## src/rtl/los_pkg.sv

```systemverilog
package los_pkg;

  typedef enum logic {
    ST_MON  = 1'b0,
    ST_LOST = 1'b1
  } losState_t;

  typedef struct packed {
    logic runClr;
    logic winClr;
    logic winAdv;
  } losStrobe_t;

endpackage

```

## src/rtl/los_datapath.sv

```systemverilog
module los_datapath
  import los_pkg::*;
#(
  parameter int RUN_LIMIT = 128,
  parameter int WIN_LEN   = 128,
  parameter int EXIT_CNT  = 16
) (
  input  logic       clk,
  input  logic       rstN,
  input  logic       bitIn,
  input  logic       lostQ,
  input  losStrobe_t stb,
  output logic       trans,
  output logic       runFull,
  output logic       winEnd,
  output logic       trExceed,
  output logic       bitOut
);

  localparam int RUN_W = $clog2(RUN_LIMIT + 1);
  localparam int WIN_W = $clog2(WIN_LEN);
  localparam int TR_W  = $clog2(EXIT_CNT + 1);

  logic             prevBit;
  logic [RUN_W-1:0] runCnt;
  logic [WIN_W-1:0] winCnt;
  logic [TR_W-1:0]  trCnt;

  assign trans    = bitIn ^ prevBit;
  assign runFull  = (runCnt == RUN_W'(RUN_LIMIT));
  assign winEnd   = (winCnt == WIN_W'(WIN_LEN - 1));
  assign trExceed = trans && (trCnt == TR_W'(EXIT_CNT));
  assign bitOut   = bitIn & ~lostQ;

  always_ff @(posedge clk) begin
    if (!rstN) prevBit <= 1'b0;
    else       prevBit <= bitIn;
  end

  always_ff @(posedge clk) begin
    if (!rstN)                   runCnt <= '0;
    else if (stb.runClr || trans) runCnt <= '0;
    else if (!runFull)           runCnt <= runCnt + 1'b1;
  end

  always_ff @(posedge clk) begin
    if (!rstN || stb.winClr) begin
      winCnt <= '0;
      trCnt  <= '0;
    end else if (stb.winAdv) begin
      winCnt <= winCnt + 1'b1;
      trCnt  <= trCnt + {{(TR_W-1){1'b0}}, trans};
    end
  end

  assert_run_sat_R4: assert property (@(posedge clk) disable iff (!rstN)
    runCnt <= RUN_W'(RUN_LIMIT));

  assert_run_restart_R4: assert property (@(posedge clk) disable iff (!rstN)
    trans |=> (runCnt == '0));

  assert_tr_bound_R6: assert property (@(posedge clk) disable iff (!rstN)
    trCnt <= TR_W'(EXIT_CNT));

endmodule

```

## src/rtl/los_control.sv

```systemverilog
module los_control
  import los_pkg::*;
(
  input  logic       clk,
  input  logic       rstN,
  input  logic       detEnN,
  input  logic       trans,
  input  logic       runFull,
  input  logic       winEnd,
  input  logic       trExceed,
  output logic       lostQ,
  output losStrobe_t stb
);

  losState_t stateQ, stateD;

  always_comb begin
    stateD = stateQ;
    stb    = '0;
    if (detEnN) begin
      stateD     = ST_MON;
      stb.runClr = 1'b1;
      stb.winClr = 1'b1;
    end else begin
      unique case (stateQ)
        ST_MON: begin
          if (runFull && !trans) begin
            stateD     = ST_LOST;
            stb.winClr = 1'b1;
          end
        end
        ST_LOST: begin
          if (trExceed) begin
            stateD     = ST_MON;
            stb.winClr = 1'b1;
          end else if (winEnd) begin
            stb.winClr = 1'b1;
          end else begin
            stb.winAdv = 1'b1;
          end
        end
        default: stateD = ST_MON;
      endcase
    end
  end

  always_ff @(posedge clk) begin
    if (!rstN) stateQ <= ST_MON;
    else       stateQ <= stateD;
  end

  assign lostQ = (stateQ == ST_LOST);

  assert_hold_R6: assert property (@(posedge clk) disable iff (!rstN)
    (stateQ == ST_LOST && !detEnN && !trExceed) |=> (stateQ == ST_LOST));

  assert_disable_R8: assert property (@(posedge clk) disable iff (!rstN)
    detEnN |=> (stateQ == ST_MON));

endmodule

```

## src/rtl/los_detector.sv

```systemverilog
module los_detector
  import los_pkg::*;
#(
  parameter int RUN_LIMIT = 128,
  parameter int WIN_LEN   = 128,
  parameter int EXIT_CNT  = 16
) (
  input  logic clk,
  input  logic rstN,
  input  logic bitIn,
  input  logic detEnN,
  output logic bitOut,
  output logic losFlag
);

  losStrobe_t stb;
  logic trans, runFull, winEnd, trExceed, lostQ, gatedLost;

  assign gatedLost = lostQ & ~detEnN;

  los_control u_ctrl (
    .clk(clk), .rstN(rstN), .detEnN(detEnN),
    .trans(trans), .runFull(runFull), .winEnd(winEnd), .trExceed(trExceed),
    .lostQ(lostQ), .stb(stb)
  );

  los_datapath #(
    .RUN_LIMIT(RUN_LIMIT), .WIN_LEN(WIN_LEN), .EXIT_CNT(EXIT_CNT)
  ) u_dp (
    .clk(clk), .rstN(rstN), .bitIn(bitIn), .lostQ(gatedLost), .stb(stb),
    .trans(trans), .runFull(runFull), .winEnd(winEnd), .trExceed(trExceed),
    .bitOut(bitOut)
  );

  assign losFlag = gatedLost;

  assert_gate_R5: assert property (@(posedge clk) disable iff (!rstN)
    losFlag |-> !bitOut);

endmodule

```

## config.mk

```make
export PLATFORM = sky130hd
export DESIGN_NAME = los_detector
export DESIGN_NICKNAME = d
export VERILOG_FILES = /design/src/rtl/los_pkg.sv /design/src/rtl/los_datapath.sv /design/src/rtl/los_control.sv /design/src/rtl/los_detector.sv
export SDC_FILE = /design/constraint.sdc
export NUM_CORES = 1
export LEC_CHECK = 0
export ABC_AREA = 1
export BUFFER_PORTS_ARGS = -buffer_cell sky130_fd_sc_hd__buf_4
export CAP_MARGIN = 20
export CORE_MARGIN = 1.5
export CORE_UTILIZATION = 45
export DETAILED_ROUTE_END_ITERATION = 8
export GPL_ROUTABILITY_DRIVEN = 0
export PLACE_DENSITY_LB_ADDON = 0.12
export SYNTH_ARGS = -nofsm -noshare
export SYNTH_HDL_FRONTEND = slang
export SYNTH_HIERARCHICAL = 1
export SYNTH_SLANG_ARGS = --single-unit
```

## constraint.sdc

```tcl
create_clock -name clk -period 1.9 [get_ports clk]
set_input_delay 0.38 -clock clk [delete_from_list [all_inputs] [get_ports clk]]
set_output_delay 0.38 -clock clk [all_outputs]
set_load 0.01 [all_outputs]
```

==> reports/results.ini <==
[power]
seq_power_share_pct = 60.6
p_clk_share_pct = 33.1
power.leakage_uw = 0.0004828
p_per_area_nw_per_um2 = 598.0
p_comb_share_pct = 6.4
p_switching_uw = 170.5
switching_share_pct = 22.17
irDropWorstVdd_v = 0.0003807
p_int_uw = 598.7

[clock_network]
path_clk_slew_ns = 0.13
tritoncts = done
clockBufferDepth = 2
cts_buffers = 3
clockRootBuffer = clkbuf_4
cts_hold_buf = 0
cts_num_sinks = 22
cts_setup_buffers = 0
clock_latency_ns = 0.31
ctsResizeCount = 0
h-tree-depth = 1

[worst_hold_path]
holdPathStages = 3
hold_start = bitIn
min_to = u_dp/prevBit$_SDFF_PN0_
min_path_type = input pin to register

[logic_synthesis]
synth_area_um2 = 1182
yosys.area_share.simple_pct = 35.77
yosysSeqAreaShare_pct = 37.25
yosys.area_share.xor_xnor_pct = 2.963
yosys_warnings = 6
syn_avg_cell_area_um2 = 6.996
netlist_instances = 169
muxShareOfSynthArea_pct = 0
syn_nets = 178
synth_compound_area_share_pct = 10.16
synthAdderAreaFrac_pct = 5.291
synth_top_family_by_area = simple AND/OR/NAND/NOR gates
ys_types = 22
ys_ff_latch = 22

[global_routing]
antenna_found_initial = 0
met2_usage_pct = 29.32
grt_pass1_wl_mm = 3.615
grt_use_met3_pct = 2.459
grt_max_degree = 13
grt.overflow.total = 0
track_usage_pct = 16.63
met1_usage_pct = 19.76
grt_pass1_vias = 934
top_usage_layer = met2

[critical_path]
worst_ep_arrival_time_ns = 1.87
r2r_setup_slack_ns = 0.23
crit_slowest_cell = dfxtp_1
cp_max_fo = 4
cp.required_ns = 2.10
r2r_start = u_dp/winCnt[0]$_SDFFE_PP0P_
timing_worst_setup_path_type = register to register
worstPathCellList = ha_1 -> and3_1 -> nor3_2 -> nand2_1 -> nor2_4 -> nand2_1 -> nor3b_2
r2r_end = u_dp/winCnt[3]$_SDFFE_PP0P_
critPathMaxStageDelay_ns = 0.36
rr_worst_depth = 7
startpoint_type = register
worstSetupEndpointType = register
path_common_cell = nand2_1

[placement]
dp_slack_ns = 0.1336
io_buffer_count = 5
hpwlAfterDp_mm = 1.617

[layout]
area_growth_pct = 8.783
final_nets = 187
fin_util_pct = 51.92
layout-drive-gt1-share_pct = 15.25
diodes = 0

[sta]
rsz0062_at_grt = false
worst_hold_slack_ns = 0.2869
fmax_mhz = 600.5
setup_slack_ns = 0.2347
worst-slew-pin-transition_ns = 0.3640
hold_viol = 0
drv_slew = 0
setup_viol = 0
fin_skew_ns = 0.01380
period_minus_slack_ns = 1.665
slew_headroom_pct = 75.65
fin_crit_sh_pct = 87.65
finalSetupTns_ns = 0

[drt]
drc = 0
final_antenna_net_count = 0
routed_wl_mm = 2.058
firstDrtPassIters = 4
vias = 1023
routed_via_density = 4.942
wl_per_cell_um = 9.942
drtIter0Drc = 10

[die]
core-area_um2 = 2477
io_pins = 6
rows = 18
die_area_um2 = 2944
dieHeight_um = 54.26
start_util_pct = 47.73
die-width_um = 54.26

[outcome]
status = finished, final reports clean

[job]
maxCapViolCount = 0

==> synthesized netlist by cell type <==
cell	number	area (um2)
a21oi_1	13	65.06
a21oi_2	1	8.760
a31oi_1	1	6.260
and3_1	1	6.260
buf_4	2	15.01
dfxtp_1	22	440.4
ha_1	5	62.56
inv_1	20	75.07
inv_2	3	11.26
nand2_1	36	135.1
nand2_2	3	18.77
nand3_1	13	65.06
nand3_2	2	20.02
nor2_1	26	97.59
nor2_2	3	18.77
nor2_4	3	33.78
nor3_1	1	5.000
nor3_2	1	10.01
nor3b_2	1	12.51
o21ai_0	8	40.04
xnor2_1	2	17.52
xor2_1	2	17.52
==> logic make-up (layout without fill, tap and decap cells) <==
kind of cell | count (synthesis) | in the layout
and+or+nand+nor | 90 | 90
buffers and inverters | 25 | 33
AOI/OAI and AO/OA | 23 | 23
DFF | 22 | 22
adders and majority gates | 5 | 5
xor gates and xnor gates | 4 | 4
==> cells in the final DEF (no fill, tap or decap) <==
master	netlist	layout
nor3b_2	1	1
a21oi_2	1	1
nor2_2	3	3
nor3_1	1	1
and3_1	1	1
nand2_2	3	3
nand3_1	13	13
xnor2_1	2	2
nor2_4	3	3
a31oi_1	1	1
nor3_2	1	1
a21oi_1	13	13
ha_1	5	5
xor2_1	2	2
inv_1	20	20
inv_2	3	3
clkbuf_4	0	3
nand3_2	2	2
nand2_1	36	36
nor2_1	26	26
o21ai_0	8	8
clkbuf_8	0	1
buf_4	2	6
dfxtp_1	22	22
==> sequential cells by signal, indices dropped and copies added (netlist names) <==
signal        count
u_dp/runCnt       8
u_dp/winCnt       7
u_dp/trCnt        5
u_ctrl/lostQ      1
u_dp/prevBit      1
==> worst max-delay path: cells and delay by family, from the launching register on <==
family	cells	cell delay (ns)
AND/OR/NAND/NOR	6	0.98
adder cells (fa/ha/maj)	1	0.22
flip-flops	1	0.36
==> worst max path at each step <==
| stage | start | to | slack [ns] |
|---|---|---|---|
| CTS | u_dp/runCnt[0]$_SDFFE_PP0N_ | u_dp/winCnt[3]$_SDFFE_PP0P_ | 0.22 |
| global route | u_dp/winCnt[0]$_SDFFE_PP0P_ | u_dp/winCnt[4]$_SDFFE_PP0P_ | 0.03 |
| floorplan | u_dp/winCnt[0]$_SDFFE_PP0P_ | u_dp/trCnt[4]$_SDFFE_PP0P_ | 0.42 |
| detailed placement | bitIn | u_dp/trCnt[4]$_SDFFE_PP0P_ | 0.13 |
| global placement | bitIn | u_dp/winCnt[3]$_SDFFE_PP0P_ | 0.18 |
| finish | u_dp/winCnt[0]$_SDFFE_PP0P_ | u_dp/winCnt[3]$_SDFFE_PP0P_ | 0.23 |
==> power by group through the flow <==
stage,combinational [uW],clock [uW],sequential [uW]
detailed placement,49.1,0,476
global route,54.7,292,467
finish,48.9,254,466
global placement,47.7,0,476
floorplan,33.6,0,476
CTS,49.5,269,466
==> per-layer routing <==
metal  share of wire, %  wire length (um)
met1                 48               984
met2                 50              1032
met3                1.2                25
met4               0.73                15
met5                  0                 0
==> through the flow <==
stage | area (um2) | power [uW] | std cells
floorplan | 1182 | 509.4 | 169
global placement | 1250 | 523.8 | 203
detailed placement | 1250 | 525.4 | 203
CTS | 1286 | 784.2 | 207
global route | 1286 | 812.9 | 207
finish | 1286 | 769.2 | 207
==> final cells by class <==
type,count,area [um2]
Tap cell,30,37.54
Multi-Input combinational cell,122,640.6
Clock buffer,4,36.28
Timing Repair Buffer,6,45.04
Inverter,23,86.33
Sequential cell,22,440.4
Fill cell,256,1191
(Power assumes the default switching activity.)
